## src/rtl/cec_pkg.sv

```systemverilog
package cec_pkg;
  typedef enum logic [1:0] {
    CLS_NORMAL   = 2'b00,
    CLS_NO_RSP   = 2'b01,
    CLS_FATAL    = 2'b10,
    CLS_NONFATAL = 2'b11
  } rsp_class_e;

  localparam logic [1:0] CH_PERIPH = 2'b00;
  localparam logic [1:0] CH_VWIRE  = 2'b01;
endpackage

```

## src/rtl/cec_rank.sv

```systemverilog
module cec_rank
  import cec_pkg::*;
#(
  parameter int ADDR_W = 32,
  parameter int LEN_W  = 13,
  parameter int VW_W   = 8,
  parameter int IO_TOP = 256,
  parameter int PAGE   = 4096
) (
  input  logic              opcode_ok,
  input  logic              cycle_ok,
  input  logic              crc_ok,
  input  logic              crc_check_en,
  input  logic [1:0]        channel,
  input  logic              is_put,
  input  logic              is_get,
  input  logic              chan_free,
  input  logic              chan_avail,
  input  logic              rd_req,
  input  logic [LEN_W-1:0]  pay_len,
  input  logic [LEN_W-1:0]  rd_size,
  input  logic [LEN_W-1:0]  max_payload,
  input  logic [LEN_W-1:0]  max_rd_size,
  input  logic [ADDR_W-1:0] addr,
  input  logic [VW_W-1:0]   vw_count,
  input  logic [VW_W-1:0]   max_vw_count,
  input  logic              is_io_short,
  input  logic              io_short_only,
  output logic              nr_hit,
  output logic              fatal_hit,
  output logic              nf_hit,
  output rsp_class_e        cls
);
  localparam int OFF_W = $clog2(PAGE);
  localparam int SUM_W = (OFF_W > LEN_W ? OFF_W : LEN_W) + 2;

  function automatic logic crosses_page(input logic [OFF_W-1:0] off,
                                        input logic [LEN_W-1:0] len);
    logic [SUM_W-1:0] sum;
    sum = SUM_W'(off) + SUM_W'(len);
    return sum > SUM_W'(PAGE);
  endfunction

  logic periph, size_bad, page_bad, flow_bad, vw_bad;
  logic [LEN_W-1:0] req_len;

  always_comb begin
    periph    = (channel == CH_PERIPH);
    req_len   = rd_req ? rd_size : pay_len;
    size_bad  = periph && (rd_req ? (rd_size > max_rd_size) : (pay_len > max_payload));
    page_bad  = periph && crosses_page(addr[OFF_W-1:0], req_len);
    flow_bad  = (is_put && !chan_free) || (is_get && !chan_avail);
    vw_bad    = (channel == CH_VWIRE) && (vw_count > max_vw_count);
    nr_hit    = !opcode_ok || !cycle_ok || (crc_check_en && !crc_ok);
    fatal_hit = flow_bad || size_bad || page_bad || vw_bad;
    nf_hit    = io_short_only && is_io_short && (addr > ADDR_W'(IO_TOP));
    if (nr_hit)         cls = CLS_NO_RSP;
    else if (fatal_hit) cls = CLS_FATAL;
    else if (nf_hit)    cls = CLS_NONFATAL;
    else                cls = CLS_NORMAL;
  end
endmodule

```

## src/rtl/cec_hold.sv

```systemverilog
module cec_hold
  import cec_pkg::*;
(
  input  logic       clk,
  input  logic       rst_n,
  input  logic       load,
  input  rsp_class_e cls_in,
  input  logic       clear,
  output logic       pending,
  output rsp_class_e cls_q
);
  always_ff @(posedge clk or negedge rst_n) begin
    if (!rst_n) begin
      pending <= 1'b0;
      cls_q   <= CLS_NORMAL;
    end else if (clear) begin
      pending <= 1'b0;
    end else if (load && !pending) begin
      pending <= 1'b1;
      cls_q   <= cls_in;
    end
  end

  assert_hold_stable_R10: assert property (@(posedge clk) disable iff (!rst_n)
    (pending && !clear) |=> (pending && $stable(cls_q)));
  assert_clear_R10: assert property (@(posedge clk) disable iff (!rst_n)
    clear |=> !pending);
endmodule

```

## src/rtl/cec_bus.sv

```systemverilog
module cec_bus (
  input  logic clk,
  input  logic rst_n,
  input  logic cs_n,
  input  logic rsp_ack,
  input  logic crc_check_en,
  output logic abort,
  output logic crc_rsp_err
);
  logic cs_q, open_q, cs_fall;

  always_comb begin
    cs_fall = !cs_n && cs_q;
    abort   = cs_n && !cs_q && open_q;
  end

  always_ff @(posedge clk or negedge rst_n) begin
    if (!rst_n) begin
      cs_q        <= 1'b1;
      open_q      <= 1'b0;
      crc_rsp_err <= 1'b0;
    end else begin
      cs_q <= cs_n;
      if (abort || rsp_ack) open_q <= 1'b0;
      else if (cs_fall)     open_q <= 1'b1;
      if (cs_fall)          crc_rsp_err <= 1'b0;
      else if (abort)       crc_rsp_err <= crc_check_en;
    end
  end

  assert_crc_gated_R12: assert property (@(posedge clk) disable iff (!rst_n)
    (abort && !crc_check_en) |=> !crc_rsp_err);
  assert_crc_set_R12: assert property (@(posedge clk) disable iff (!rst_n)
    (abort && crc_check_en) |=> crc_rsp_err);
endmodule

```

## src/rtl/cmd_err_classifier.sv

```systemverilog
module cmd_err_classifier
  import cec_pkg::*;
#(
  parameter int ADDR_W = 32,
  parameter int LEN_W  = 13,
  parameter int VW_W   = 8
) (
  input  logic              clk,
  input  logic              rst_n,
  input  logic              cs_n,
  input  logic              cmd_valid,
  input  logic              opcode_ok,
  input  logic              cycle_ok,
  input  logic              crc_ok,
  input  logic              crc_check_en,
  input  logic [1:0]        channel,
  input  logic              is_put,
  input  logic              is_get,
  input  logic              chan_free,
  input  logic              chan_avail,
  input  logic              rd_req,
  input  logic [LEN_W-1:0]  pay_len,
  input  logic [LEN_W-1:0]  rd_size,
  input  logic [LEN_W-1:0]  max_payload,
  input  logic [LEN_W-1:0]  max_rd_size,
  input  logic [ADDR_W-1:0] addr,
  input  logic [VW_W-1:0]   vw_count,
  input  logic [VW_W-1:0]   max_vw_count,
  input  logic              is_io_short,
  input  logic              io_short_only,
  input  logic              rsp_ack,
  output logic              rsp_valid,
  output logic [1:0]        rsp_class,
  output logic              discard,
  output logic              data_oe,
  output logic              crc_rsp_err
);
  logic       nr_hit, fatal_hit, nf_hit, abort;
  rsp_class_e cls_new, cls_held;

  cec_rank #(.ADDR_W(ADDR_W), .LEN_W(LEN_W), .VW_W(VW_W)) u_rank (
    .opcode_ok(opcode_ok), .cycle_ok(cycle_ok), .crc_ok(crc_ok),
    .crc_check_en(crc_check_en), .channel(channel), .is_put(is_put),
    .is_get(is_get), .chan_free(chan_free), .chan_avail(chan_avail),
    .rd_req(rd_req), .pay_len(pay_len), .rd_size(rd_size),
    .max_payload(max_payload), .max_rd_size(max_rd_size), .addr(addr),
    .vw_count(vw_count), .max_vw_count(max_vw_count),
    .is_io_short(is_io_short), .io_short_only(io_short_only),
    .nr_hit(nr_hit), .fatal_hit(fatal_hit), .nf_hit(nf_hit), .cls(cls_new)
  );

  cec_hold u_hold (
    .clk(clk), .rst_n(rst_n), .load(cmd_valid), .cls_in(cls_new),
    .clear(rsp_ack || abort), .pending(rsp_valid), .cls_q(cls_held)
  );

  cec_bus u_bus (
    .clk(clk), .rst_n(rst_n), .cs_n(cs_n), .rsp_ack(rsp_ack),
    .crc_check_en(crc_check_en), .abort(abort), .crc_rsp_err(crc_rsp_err)
  );

  always_comb begin
    rsp_class = cls_held;
    discard   = rsp_valid && (cls_held != CLS_NORMAL);
    data_oe   = rsp_valid && !cs_n && (cls_held != CLS_NO_RSP);
  end

  assert_noresp_first_R2: assert property (@(posedge clk) disable iff (!rst_n)
    (cmd_valid && !rsp_valid && !abort && !rsp_ack && nr_hit) |=> (rsp_valid && rsp_class == CLS_NO_RSP));
  assert_fatal_over_nf_R9: assert property (@(posedge clk) disable iff (!rst_n)
    (cmd_valid && !rsp_valid && !abort && !rsp_ack && !nr_hit && fatal_hit) |=> (rsp_class == CLS_FATAL));
  assert_nonfatal_R8: assert property (@(posedge clk) disable iff (!rst_n)
    (cmd_valid && !rsp_valid && !abort && !rsp_ack && !nr_hit && !fatal_hit && nf_hit) |=> (rsp_class == CLS_NONFATAL));
  assert_abort_drop_R12: assert property (@(posedge clk) disable iff (!rst_n)
    abort |=> !rsp_valid);
endmodule

```

## config.mk

```make
export PLATFORM = sky130hd
export DESIGN_NAME = cmd_err_classifier
export DESIGN_NICKNAME = d
export VERILOG_FILES = /design/src/rtl/cec_pkg.sv /design/src/rtl/cec_rank.sv /design/src/rtl/cec_hold.sv /design/src/rtl/cec_bus.sv /design/src/rtl/cmd_err_classifier.sv
export SDC_FILE = /design/constraint.sdc
export NUM_CORES = 1
export LEC_CHECK = 0
export BUFFER_PORTS_ARGS = -buffer_cell sky130_fd_sc_hd__buf_4
export CAP_MARGIN = 5
export CELL_PAD_IN_SITES_DETAIL_PLACEMENT = 2
export CELL_PAD_IN_SITES_GLOBAL_PLACEMENT = 2
export CORE_MARGIN = 3
export CORE_UTILIZATION = 23
export CTS_CLUSTER_DIAMETER = 40
export DETAILED_ROUTE_END_ITERATION = 8
export PLACE_DENSITY_LB_ADDON = 0.1
export RECOVER_POWER = 25
export SLEW_MARGIN = 15
export SYNTH_ARGS = -nofsm -noshare
export SYNTH_HDL_FRONTEND = slang
export SYNTH_HIERARCHICAL = 1
export SYNTH_SLANG_ARGS = --single-unit
```

## constraint.sdc

```tcl
create_clock -name clk -period 2.05 [get_ports clk]
set_input_delay 0.1025 -clock clk [delete_from_list [all_inputs] [get_ports clk]]
set_output_delay 0.1025 -clock clk [all_outputs]
set_load 0.05 [all_outputs]
```

==> impl_results.rst <==
.. list-table::
   :header-rows: 1

   * - Metric
     - Value
   * - DPL Wire Length
     - just under 9000 µm
   * - Largest driver fanout on the critical path
     - 2
   * - Worst flop-to-flop path endpoint
     - u_hold/cls_q[1]
   * - Clock tree from TritonCTS
     - built
   * - Failing checks
     - negative setup slack
   * - Final period demand of the worst path
     - 2.447 ns
   * - CTS HTree Levels
     - 1
   * - I/O Pins
     - roughly 120
   * - Post-route ant nets
     - 0
   * - Final worst clock skew
     - between 0.0009 and 0.001 ns
   * - Kind of start point of the critical path
     - input pin
   * - End point of the most critical hold path
     - u_bus/open_q
   * - Antenna cells
     - 0
   * - Instance count after placement with tap cells included
     - approximately 570
   * - Fraction of layout cells with a size suffix above 1
     - 0.4850
   * - Via Count
     - 2901
   * - GP Congestion
     - approximately 0.82
   * - Synth Net Count
     - 454
   * - Worst-path clk slew
     - 0.04 ns
   * - Die Outline Area
     - approximately 0.011 mm²
   * - Worst skew pair latency
     - around 0.23 ns
   * - Final Power
     - about 1.4 mW
   * - Part of the cycle the worst path needs
     - 1.194
   * - Area of all placed cells without fillers
     - ~0.0039 mm²
   * - Min-Delay Path Class
     - input pin to flip-flop
   * - Overall routed net length
     - roughly 10000 µm
   * - Final nets
     - approximately 630
   * - Cell Area, Placed
     - between 0.003 and 0.004 mm²
   * - Global routing usage summed across all routing layers
     - 0.1871
   * - Final routed wire length divided by cell count
     - around 18 µm
   * - Cell area after synthesis
     - between 0.002 and 0.0025 mm²
   * - Highest clock rate
     - slightly above 400 MHz
   * - Crit path required time
     - 2.16 ns
   * - Via/cell ratio
     - 5.036
   * - Area grow syn2layout
     - 80.41%
   * - Yosys Warn Count
     - 6
   * - Slack of the worst reg-to-reg path
     - 0.36 ns
   * - Startpoint of the lowest-slack hold path
     - rsp_ack
   * - Post-Layout Cell Count
     - 576
   * - Std-Cell Core Area
     - 0.008891 mm²
   * - Launch instance of the worst register-to-register path
     - u_bus/cs_q
   * - Worst slew slack as a fraction of its limit
     - 0.7421
   * - Final setup violation count
     - 2
   * - Violation count after the first detailed-routing iteration
     - 48
   * - Maximum number of pins on one net before global-route repair
     - 8
   * - Worst Hold Path Cells
     - 2
   * - Worst endpoint data arrival time
     - ~2.6 ns
   * - Slew @ Worst Pin
     - around 0.39 ns
   * - Overall die width
     - just over 100 µm
   * - Instance count of the mapped netlist
     - roughly 290
   * - Remaining DRCs
     - 0
   * - Number of global-route vias before repair
     - 3209
   * - Effective utilization at floorplan
     - 0.2420
   * - Clock buffer count from CTS
     - 3
   * - Final max-slew violation count
     - 0
   * - Total overflow reported by the global router
     - 0
   * - Count of input and output buffers
     - approximately 120
   * - Smallest hold slack
     - 0.02673 ns
   * - Result of the run
     - finished, violations left
   * - Power per cell area
     - between 300 and 400 mW/mm²
   * - Endpoint type of the worst setup path
     - flip-flop
   * - Max-cap check violation count
     - 0
   * - Maximum clock path buffer count
     - 2
   * - Site Rows
     - 34
   * - Mean Syn Cell Area
     - approximately 7.4 µm²
   * - First-pass GRT wire length
     - about 16000 µm
   * - Worst reg-to-reg path cell count
     - 4
   * - Initial antenna violation count
     - 0
   * - Leakage
     - about 2 nW
   * - Clock sink count
     - 6
   * - Die Span Y
     - around 100 µm
   * - Root buffer cell
     - sky130_fd_sc_hd__clkbuf_8
   * - Hold violation count in the final report
     - 0
   * - Minimum setup slack in the final design
     - -0.3972 ns
   * - Worst supply voltage drop on vdd
     - about 320 µV
   * - Unrepaired setup endpoints after global routing
     - true
   * - Worst Path Class, Setup
     - input pin to flip-flop
   * - Setup TNS after final layout
     - -0.7290 ns
   * - Initial DRT Pass Iterations
     - 4
[per-stage QoR]
stage | util | worst slack (ns)
after floorplan | - | -0.5641
after global placement | 0.4111 | -0.7903
after detailed placement | 0.4111 | -0.8490
after CTS | 0.4278 | -0.4110
after global routing | 0.4367 | -0.5918
final | 0.4367 | -0.3972
[flip-flops by register name (all words and copies together), names as in the netlist]
register,flops
u_bus/cs_q,1
u_bus/open_q,1
u_hold/cls_q,2
u_hold/pending,1
u_bus/crc_rsp_err,1
[report_power, final]
part	internal [mW]	total, mW	switching, mW
registers	0.131	0.144	0.0129
logic	0.541	1.03	0.488
clock network	0.135	0.196	0.0609
total	0.806	1.37	0.562
[layout by cell type (no fill, tap or decap), types with 4 or more instances in the layout]
master and instances:
sky130_fd_sc_hd__nor4_1 7, sky130_fd_sc_hd__o21ai_1 4, sky130_fd_sc_hd__nand2_1 19, sky130_fd_sc_hd__nor2b_1 4, sky130_fd_sc_hd__inv_1 42, sky130_fd_sc_hd__ha_4 5
sky130_fd_sc_hd__nand4_1 8, sky130_fd_sc_hd__dfrtp_1 5, sky130_fd_sc_hd__ha_1 38, sky130_fd_sc_hd__buf_4 171, sky130_fd_sc_hd__a21o_1 5, sky130_fd_sc_hd__a31oi_1 4
sky130_fd_sc_hd__mux2_2 10, sky130_fd_sc_hd__nand3_1 10, sky130_fd_sc_hd__xnor2_1 4, sky130_fd_sc_hd__a21oi_1 22, sky130_fd_sc_hd__nor2_1 16, sky130_fd_sc_hd__o21ai_0 9
[worst max-delay path: stages]
cell and delay (ns):
sky130_fd_sc_hd__buf_8 0.08, sky130_fd_sc_hd__inv_4 0.03, sky130_fd_sc_hd__o21ai_2 0.12, sky130_fd_sc_hd__ha_2 0.19, sky130_fd_sc_hd__inv_2 0.04, sky130_fd_sc_hd__fa_2 0.52
sky130_fd_sc_hd__nor4b_2 0.23, sky130_fd_sc_hd__nand3_1 0.13, sky130_fd_sc_hd__or4_4 0.45, sky130_fd_sc_hd__nor4_4 0.18, sky130_fd_sc_hd__a21o_1 0.16, sky130_fd_sc_hd__a211oi_1 0.06
sky130_fd_sc_hd__mux2_4 0.27
[final cells by class]
cell class | instances | area, µm²
Tap cell | 108 | 135.1
Timing Repair Buffer | 177 | 1371
Inverter | 45 | 171.4
Fill cell | 1051 | 5009
Multi-Input combinational cell | 236 | 2008
Sequential cell | 6 | 151.4
Clock buffer | 4 | 45.04
[how the worst max path moves through the flow]
| stage | start | to | slack (ns) | depth (start not counted) |
|---|---|---|---|---|
| 2_1_floorplan | rd_req | u_hold/cls_q[1] | -0.56 | 14 |
| 3_3_place_gp | rd_req | u_hold/cls_q[1] | -0.79 | 11 |
| 3_5_place_dp | rd_req | u_hold/cls_q[1] | -0.85 | 11 |
| 4_1_cts | rd_req | u_hold/cls_q[1] | -0.41 | 13 |
| 5_1_grt | pay_len[0] | u_hold/cls_q[1] | -0.59 | 13 |
| 6_report | pay_len[0] | u_hold/cls_q[1] | -0.40 | 13 |
[repair_timing]
item,4_1_cts,5_1_grt
buffers inserted,2,1
endpoints found under the setup margin,2,2
hold buffers,1,0
cloned,1,0
resized for setup,17,16
endpoints found under the hold margin,6,0
pin swaps,5,6
[metal layers]
layer / global-route usage / vias to the layer above / part of all wire
met3: 0.008119 / 4 / 0.037
met1: 0.2344 / 1409 / 0.43
met4: 0.02092 / 0 / 0.0040
met5: 0 / - / 0
li1: - / 1424 / -
met2: 0.3625 / 64 / 0.53
(Power assumes the default switching activity.)
